`src/rtl/led_start_pkg.sv`:
```
package led_start_pkg;
  typedef enum logic [1:0] {
    MODE_OFF    = 2'd0,
    MODE_DETECT = 2'd1,
    MODE_WAIT   = 2'd2,
    MODE_CC     = 2'd3
  } seq_mode_e;

  typedef enum logic [1:0] {
    DIM_NONE  = 2'd0,
    DIM_TRAIL = 2'd1,
    DIM_LEAD  = 2'd2
  } dimmer_e;
endpackage

```
`src/rtl/lss_period_meter.sv`:
```
module lss_period_meter #(
  parameter int LP_W   = 16,
  parameter int N_HALF = 4
) (
  input  logic            clk_i,
  input  logic            rst_ni,
  input  logic            clr_i,
  input  logic            run_i,
  input  logic            half_cycle_i,
  output logic            counting_o,
  output logic            done_o,
  output logic [LP_W-1:0] period_o
);
  localparam int SHIFT = $clog2(N_HALF);
  localparam int CNT_W = $clog2(N_HALF + 1);
  localparam int SUM_W = LP_W + SHIFT;
  localparam logic [LP_W-1:0] TMR_MAX = '1;

  logic [CNT_W-1:0] cnt_q;
  logic [LP_W-1:0]  tmr_q;
  logic [SUM_W-1:0] sum_q;
  logic [SUM_W-1:0] sum_fin;

  assign counting_o = (cnt_q != '0);
  assign done_o     = run_i && half_cycle_i && (cnt_q == CNT_W'(N_HALF));
  assign sum_fin    = sum_q + SUM_W'(tmr_q);

  always_ff @(posedge clk_i or negedge rst_ni) begin
    if (!rst_ni) begin
      cnt_q <= '0;
      tmr_q <= '0;
      sum_q <= '0;
    end else if (!run_i) begin
      cnt_q <= '0;
      tmr_q <= '0;
      sum_q <= '0;
    end else if (half_cycle_i) begin
      if (cnt_q == '0) begin
        cnt_q <= CNT_W'(1);
        sum_q <= '0;
        tmr_q <= LP_W'(1);
      end else if (cnt_q != CNT_W'(N_HALF)) begin
        cnt_q <= cnt_q + CNT_W'(1);
        sum_q <= sum_fin;
        tmr_q <= LP_W'(1);
      end
    end else if (counting_o && tmr_q != TMR_MAX) begin
      tmr_q <= tmr_q + LP_W'(1);
    end
  end

  always_ff @(posedge clk_i or negedge rst_ni) begin
    if (!rst_ni)     period_o <= '0;
    else if (clr_i)  period_o <= '0;
    else if (done_o) period_o <= LP_W'(sum_fin >> SHIFT);
  end


  cnt_bound_chk: assert property (@(posedge clk_i) disable iff (!rst_ni)
    cnt_q <= CNT_W'(N_HALF));


  period_hold_chk: assert property (@(posedge clk_i) disable iff (!rst_ni)
    (!clr_i && !done_o) |=> $stable(period_o));
endmodule

```
`src/rtl/lss_dimmer_detect.sv`:
```
module lss_dimmer_detect
  import led_start_pkg::*;
(
  input  logic    clk_i,
  input  logic    rst_ni,
  input  logic    clr_i,
  input  logic    run_i,
  input  logic    counting_i,
  input  logic    done_i,
  input  logic    rise_step_i,
  input  logic    fall_step_i,
  output dimmer_e dimmer_o
);
  logic rise_q, fall_q;
  logic rise_any, fall_any;

  assign rise_any = rise_q || (counting_i && rise_step_i);
  assign fall_any = fall_q || (counting_i && fall_step_i);

  always_ff @(posedge clk_i or negedge rst_ni) begin
    if (!rst_ni) begin
      rise_q <= 1'b0;
      fall_q <= 1'b0;
    end else if (clr_i || !run_i || done_i) begin
      rise_q <= 1'b0;
      fall_q <= 1'b0;
    end else begin
      rise_q <= rise_any;
      fall_q <= fall_any;
    end
  end

  always_ff @(posedge clk_i or negedge rst_ni) begin
    if (!rst_ni)      dimmer_o <= DIM_NONE;
    else if (clr_i)   dimmer_o <= DIM_NONE;
    else if (done_i)  dimmer_o <= rise_any ? DIM_LEAD : (fall_any ? DIM_TRAIL : DIM_NONE);
  end


  no_early_step_chk: assert property (@(posedge clk_i) disable iff (!rst_ni)
    (!counting_i && !clr_i) |=> (!rise_q && !fall_q));
endmodule

```
`src/rtl/lss_soft_start.sv`:
```
module lss_soft_start #(
  parameter int PW_W     = 10,
  parameter int PW_START = 16,
  parameter int PW_STEP  = 8,
  parameter int PW_MAX   = 1000
) (
  input  logic            clk_i,
  input  logic            rst_ni,
  input  logic            clr_i,
  input  logic            load_i,
  input  logic            run_i,
  input  logic            tick_i,
  output logic [PW_W-1:0] pw_o
);
  localparam logic [PW_W:0]   MAX_X   = (PW_W+1)'(PW_MAX);
  localparam logic [PW_W-1:0] MAX_V   = PW_W'(PW_MAX);
  localparam logic [PW_W-1:0] START_V = (PW_START > PW_MAX) ? PW_W'(PW_MAX) : PW_W'(PW_START);

  logic [PW_W-1:0] pw_next;

  generate
    if (PW_STEP >= PW_MAX) begin : g_jump
      assign pw_next = MAX_V;
    end else begin : g_ramp
      logic [PW_W:0] sum_x;
      assign sum_x   = {1'b0, pw_o} + (PW_W+1)'(PW_STEP);
      assign pw_next = (sum_x > MAX_X) ? MAX_V : sum_x[PW_W-1:0];
    end
  endgenerate

  always_ff @(posedge clk_i or negedge rst_ni) begin
    if (!rst_ni)              pw_o <= '0;
    else if (clr_i)           pw_o <= '0;
    else if (load_i)          pw_o <= START_V;
    else if (run_i && tick_i) pw_o <= pw_next;
  end


  pw_max_chk: assert property (@(posedge clk_i) disable iff (!rst_ni)
    pw_o <= MAX_V);


  pw_mono_chk: assert property (@(posedge clk_i) disable iff (!rst_ni)
    (run_i && !clr_i && !load_i) |=> pw_o >= $past(pw_o));
endmodule

```
`src/rtl/led_start_seq.sv`:
```
module led_start_seq
  import led_start_pkg::*;
#(
  parameter int LP_W     = 16,
  parameter int N_HALF   = 4,
  parameter int PW_W     = 10,
  parameter int PW_START = 16,
  parameter int PW_STEP  = 8,
  parameter int PW_MAX   = 1000
) (
  input  logic            clk_i,
  input  logic            rst_ni,
  input  logic            vcc_good_i,
  input  logic            vcc_uv_i,
  input  logic            half_cycle_i,
  input  logic            rise_step_i,
  input  logic            fall_step_i,
  input  logic            out_above_vf_i,
  input  logic            sw_cycle_i,
  output logic            boost_hold_o,
  output logic [1:0]      mode_o,
  output logic [PW_W-1:0] pw_limit_o,
  output logic [LP_W-1:0] line_period_o,
  output logic [1:0]      dimmer_o
);
  seq_mode_e mode_q, mode_d;
  logic      detecting, ramping, counting, det_done;
  dimmer_e   dim;

  assign detecting = (mode_q == MODE_DETECT);
  assign ramping   = (mode_q == MODE_WAIT) || (mode_q == MODE_CC);

  always_comb begin
    mode_d = mode_q;
    unique case (mode_q)
      MODE_OFF:    if (vcc_good_i) mode_d = MODE_DETECT;
      MODE_DETECT: if (det_done)   mode_d = MODE_WAIT;
      MODE_WAIT:   if (out_above_vf_i) mode_d = MODE_CC;
      MODE_CC:     mode_d = MODE_CC;
      default:     mode_d = MODE_OFF;
    endcase
    if (vcc_uv_i) mode_d = MODE_OFF;
  end

  always_ff @(posedge clk_i or negedge rst_ni) begin
    if (!rst_ni) mode_q <= MODE_OFF;
    else         mode_q <= mode_d;
  end

  lss_period_meter #(.LP_W(LP_W), .N_HALF(N_HALF)) u_meter (
    .clk_i        (clk_i),
    .rst_ni       (rst_ni),
    .clr_i        (vcc_uv_i),
    .run_i        (detecting),
    .half_cycle_i (half_cycle_i),
    .counting_o   (counting),
    .done_o       (det_done),
    .period_o     (line_period_o)
  );

  lss_dimmer_detect u_dimmer (
    .clk_i       (clk_i),
    .rst_ni      (rst_ni),
    .clr_i       (vcc_uv_i),
    .run_i       (detecting),
    .counting_i  (counting),
    .done_i      (det_done),
    .rise_step_i (rise_step_i),
    .fall_step_i (fall_step_i),
    .dimmer_o    (dim)
  );

  lss_soft_start #(
    .PW_W(PW_W), .PW_START(PW_START), .PW_STEP(PW_STEP), .PW_MAX(PW_MAX)
  ) u_soft (
    .clk_i  (clk_i),
    .rst_ni (rst_ni),
    .clr_i  (vcc_uv_i),
    .load_i (det_done && !vcc_uv_i),
    .run_i  (ramping),
    .tick_i (sw_cycle_i),
    .pw_o   (pw_limit_o)
  );

  assign boost_hold_o = detecting;
  assign mode_o       = mode_q;
  assign dimmer_o     = dim;


  uv_clear_chk: assert property (@(posedge clk_i) disable iff (!rst_ni)
    vcc_uv_i |=> (mode_o == 2'd0 && pw_limit_o == '0 && line_period_o == '0 && dimmer_o == 2'd0));


  off_exit_chk: assert property (@(posedge clk_i) disable iff (!rst_ni)
    (mode_q == MODE_OFF) |=> (mode_q == MODE_OFF || mode_q == MODE_DETECT));


  cc_hold_chk: assert property (@(posedge clk_i) disable iff (!rst_ni)
    (mode_q == MODE_CC && !vcc_uv_i) |=> mode_q == MODE_CC);


  boost_release_chk: assert property (@(posedge clk_i) disable iff (!rst_ni)
    $fell(boost_hold_o) |-> (mode_q == MODE_WAIT || mode_q == MODE_OFF));
endmodule

```
`config.mk`:
```
export PLATFORM = sky130hd
export DESIGN_NAME = led_start_seq
export DESIGN_NICKNAME = d
export VERILOG_FILES = /design/src/rtl/led_start_pkg.sv /design/src/rtl/lss_period_meter.sv /design/src/rtl/lss_dimmer_detect.sv /design/src/rtl/lss_soft_start.sv /design/src/rtl/led_start_seq.sv
export SDC_FILE = /design/constraint.sdc
export NUM_CORES = 1
export LEC_CHECK = 0
export ABC_CLOCK_PERIOD_IN_PS = 3700
export BUFFER_PORTS_ARGS = -buffer_cell sky130_fd_sc_hd__buf_2
export CORE_UTILIZATION = 53
export DETAILED_ROUTE_END_ITERATION = 10
export PLACE_DENSITY = 0.73
export SYNTH_ARGS = -nofsm -noshare
export SYNTH_HDL_FRONTEND = slang
export SYNTH_SLANG_ARGS = --single-unit
```
`constraint.sdc`:
```
create_clock -name clk_i -period 3.7 [get_ports clk_i]
set_input_delay 0.37 -clock clk_i [delete_from_list [all_inputs] [get_ports clk_i]]
set_output_delay 0.37 -clock clk_i [all_outputs]
set_load 0.005 [all_outputs]
```
==> out/qor.yml <==
worst_setup_path:
  slowest_stage: "dfrtp_1"
  path_cells: "ha_1 > inv_1 > fa_1 > nor2b_1 > o21ai_1 > a211o_1 > a21oi_1 > o21ai_0 > a32o_1"
  startpoint_type: "flip-flop"
  crit_type: "reg2reg"
  cp_top_family: "compound AO/OA/AOI/OAI gates"
  end_kind: "flip-flop"
  critPathArrivalTime_ns: 2.73
  crit_buf_inv: 1
  critPathMaxFanout: 6
  crit_path_max_incr_delay_ns: 0.44
  required_ns: 3.94
synth:
  synthSimpleGateAreaFrac: 0.2296
  async_flop_share: 1.000
  synth_adder_area_share: 0.06757
  synth_top_area_cell: "dfrtp_1"
  synthTopCellsByArea: "dfrtp_1 (40%), ha_1 (6.0%), nand2_1 (5.2%)"
  synth_compound_area_frac: 0.2187
  synth_xor_area_frac: 0.04223
  synth_warnings: 0
  yosys.cell_count.top_type: "dfrtp_1"
  synth_top_area_share: 0.3982
  synthesis.area_um2: 4148
  synth_ff_type: "dfrtp_1"
  synth_top_family_by_area: "simple AND/OR/NAND/NOR gates"
  netlist_instances: 470
  synth_cell_types: 63
  synth.avg_cell_area_um2: 8.825
  synthTopCellsByCount: "dfrtp_1 (66), nand2_1 (57), a21oi_1 (39)"
  ys_seq_area_frac: 0.3982
  synthMuxAreaShare: 0.002413
  ys_ff_latch: 66
  synth_edf_count: 0
cells_and_area:
  fin_nets: 527
  num_antenna_cells: 0
  fin_cells: 600
  syn2layout_area_growth_pct: 9.110
  drive_gt1_frac: 0.1297
global_route:
  grt-ovfl-total: 0
  grt_max_degree: 50
  grt_pass1_vias: 3423
  grt_pass1_wl_um: 16390
  grt_usage: 0.2507
  antenna_found_initial: 0
sta:
  period_share: 0.6725
  tightest_slew_ns: 1.090
  relSlewSlack: 0.2735
  fmax_mhz: 401.9
  maxSlewViolCount: 0
  fin_tns_setup_ns: 0
  finalHoldViolCount: 0
  setup_viol: 0
  fin_worst_skew_ns: 0.008456
  fin_crit_ns: 2.488
  rsz0062_at_grt: "no"
route:
  firstDrtPassIters: 5
  drc: 0
  drt_iter0_drc: 230
  via_per_inst: 6.010
  vias: 3606
  post_drt_wl_per_cell_um: 15.83
  drt.antenna.violating_nets: 0
  totalWireLength_um: 9495
clock_network:
  clkTransAtPathRegs_ns: 0.07
  tritoncts: "built"
  post_cts_resized: 0
  clockBufferDepth: 2
  root_buffer: "clkbuf_8"
  cts-buffers-inserted: 9
  postCtsHoldBufs: 0
  insertion_delay_ns: 0.35
  post-cts-setup-buffers: 0
  htreeDepth: 3
  clock-sinks: 66
floorplanning:
  rows: 31
  die_x_um: 90.47
  core_area_um2: 7408
  dieHeight_um: 90.47
  ios: 40
  die_area_um2: 8184
  start_util: 0.5599
placed_design:
  dp_hpwl_um: 6702
  gp_congestion: 0.8487
  io_buffers: 36
  placed_cells: 585
hold_path:
  min_path_type: "in2async"
power_and_ir_drop:
  power_mw: 1.342
  p_leak_nw: 2.085
  p_per_area_nw_per_um2: 296.6
  ir_drop_v: 0.0001521
outcome:
  status: "complete, no violations"
flow_run:
  drv_cap: 0
[final timing paths]
kind,start,to,slack [ns],cells past startpoint
min,rst_ni,u_meter.period_o[3],0.21,1
max reg2reg,u_meter.tmr_q[0],u_meter.sum_q[12],1.21,9
min reg2reg,u_meter.sum_q[8],u_meter.sum_q[8],0.50,2
max,u_meter.tmr_q[0],u_meter.sum_q[12],1.21,9
max in group asynchronous,rst_ni,u_meter.tmr_q[9],2.61,2
min in group clk_i,sw_cycle_i,u_soft.pw_o[4],0.31,3
[state kept, by name (all words and copies together), names as in the netlist]
signal and cells:
u_meter.tmr_q 16, u_meter.period_o 16, u_meter.cnt_q 3, mode_o 2
u_dimmer.fall_q 1, u_soft.pw_o 7, u_dimmer.dimmer_o 2, u_dimmer.rise_q 1
u_meter.sum_q 18
[final cells by class]
class	count	area, µm²
clock buffers	12	155.1
clock inverters	3	15.01
fillers	664	2883
inverters	12	45.04
multi-input cells	370	2340
flip-flops and latches	66	1652
well taps	99	123.9
repair buffers	38	195.2
[metrics by stage]
step	util	cell area, µm²	hold WS, ns	setup WS, ns
after floorplan	-	4155	0.07441	1.490
after global placement	0.5879	4355	0.4758	1.348
after detailed placement	0.5879	4355	0.4864	1.278
after CTS	0.6109	4526	0.2558	1.251
after global routing	0.6109	4526	0.3164	1.026
final	0.6109	4526	0.2107	1.212
[placed cells by master (no fill, tap or decap), drive strengths merged, types with 5 or more instances in the layout]
cell type,n
dfrtp,66
a211o,5
a21oi,39
nor2,34
or3,12
a31oi,5
nand4,9
buf,38
a32o,6
a22o,7
ha,20
nand3b,11
nor3,16
inv,12
nand3,19
xnor2,16
nand2,57
o21ai,33
a21o,14
clkbuf,12
[where the power goes]
part	internal, mW	leakage, nW	switching (mW)
combinational	0.0192	1.07	0.0543
clock	0.273	0.0920	0.265
sequential	0.726	0.918	0.00492
total	1.02	2.09	0.324
[layer usage]
metal  GRT usage  wire length [µm]  vias to the layer above
met1      0.3509              4630                     1734
li1            -                 -                     1761
met3     0.04209               506                       11
met5           0                 0                        -
met4     0.08199               119                        0
met2      0.3946              4239                      100
[kinds of logic (layout without fill, tap and decap cells)]
family | after synthesis | after routing
buffers and inverters | 36 | 65
AO/OA/AOI/OAI | 137 | 137
other | 1 | 3
adder cells (fa/ha/maj) | 22 | 22
XOR/XNOR | 20 | 20
AND/OR/NAND/NOR | 187 | 187
multiplexers | 1 | 1
flip-flops | 66 | 66
Power figures use the tool's default switching activity.
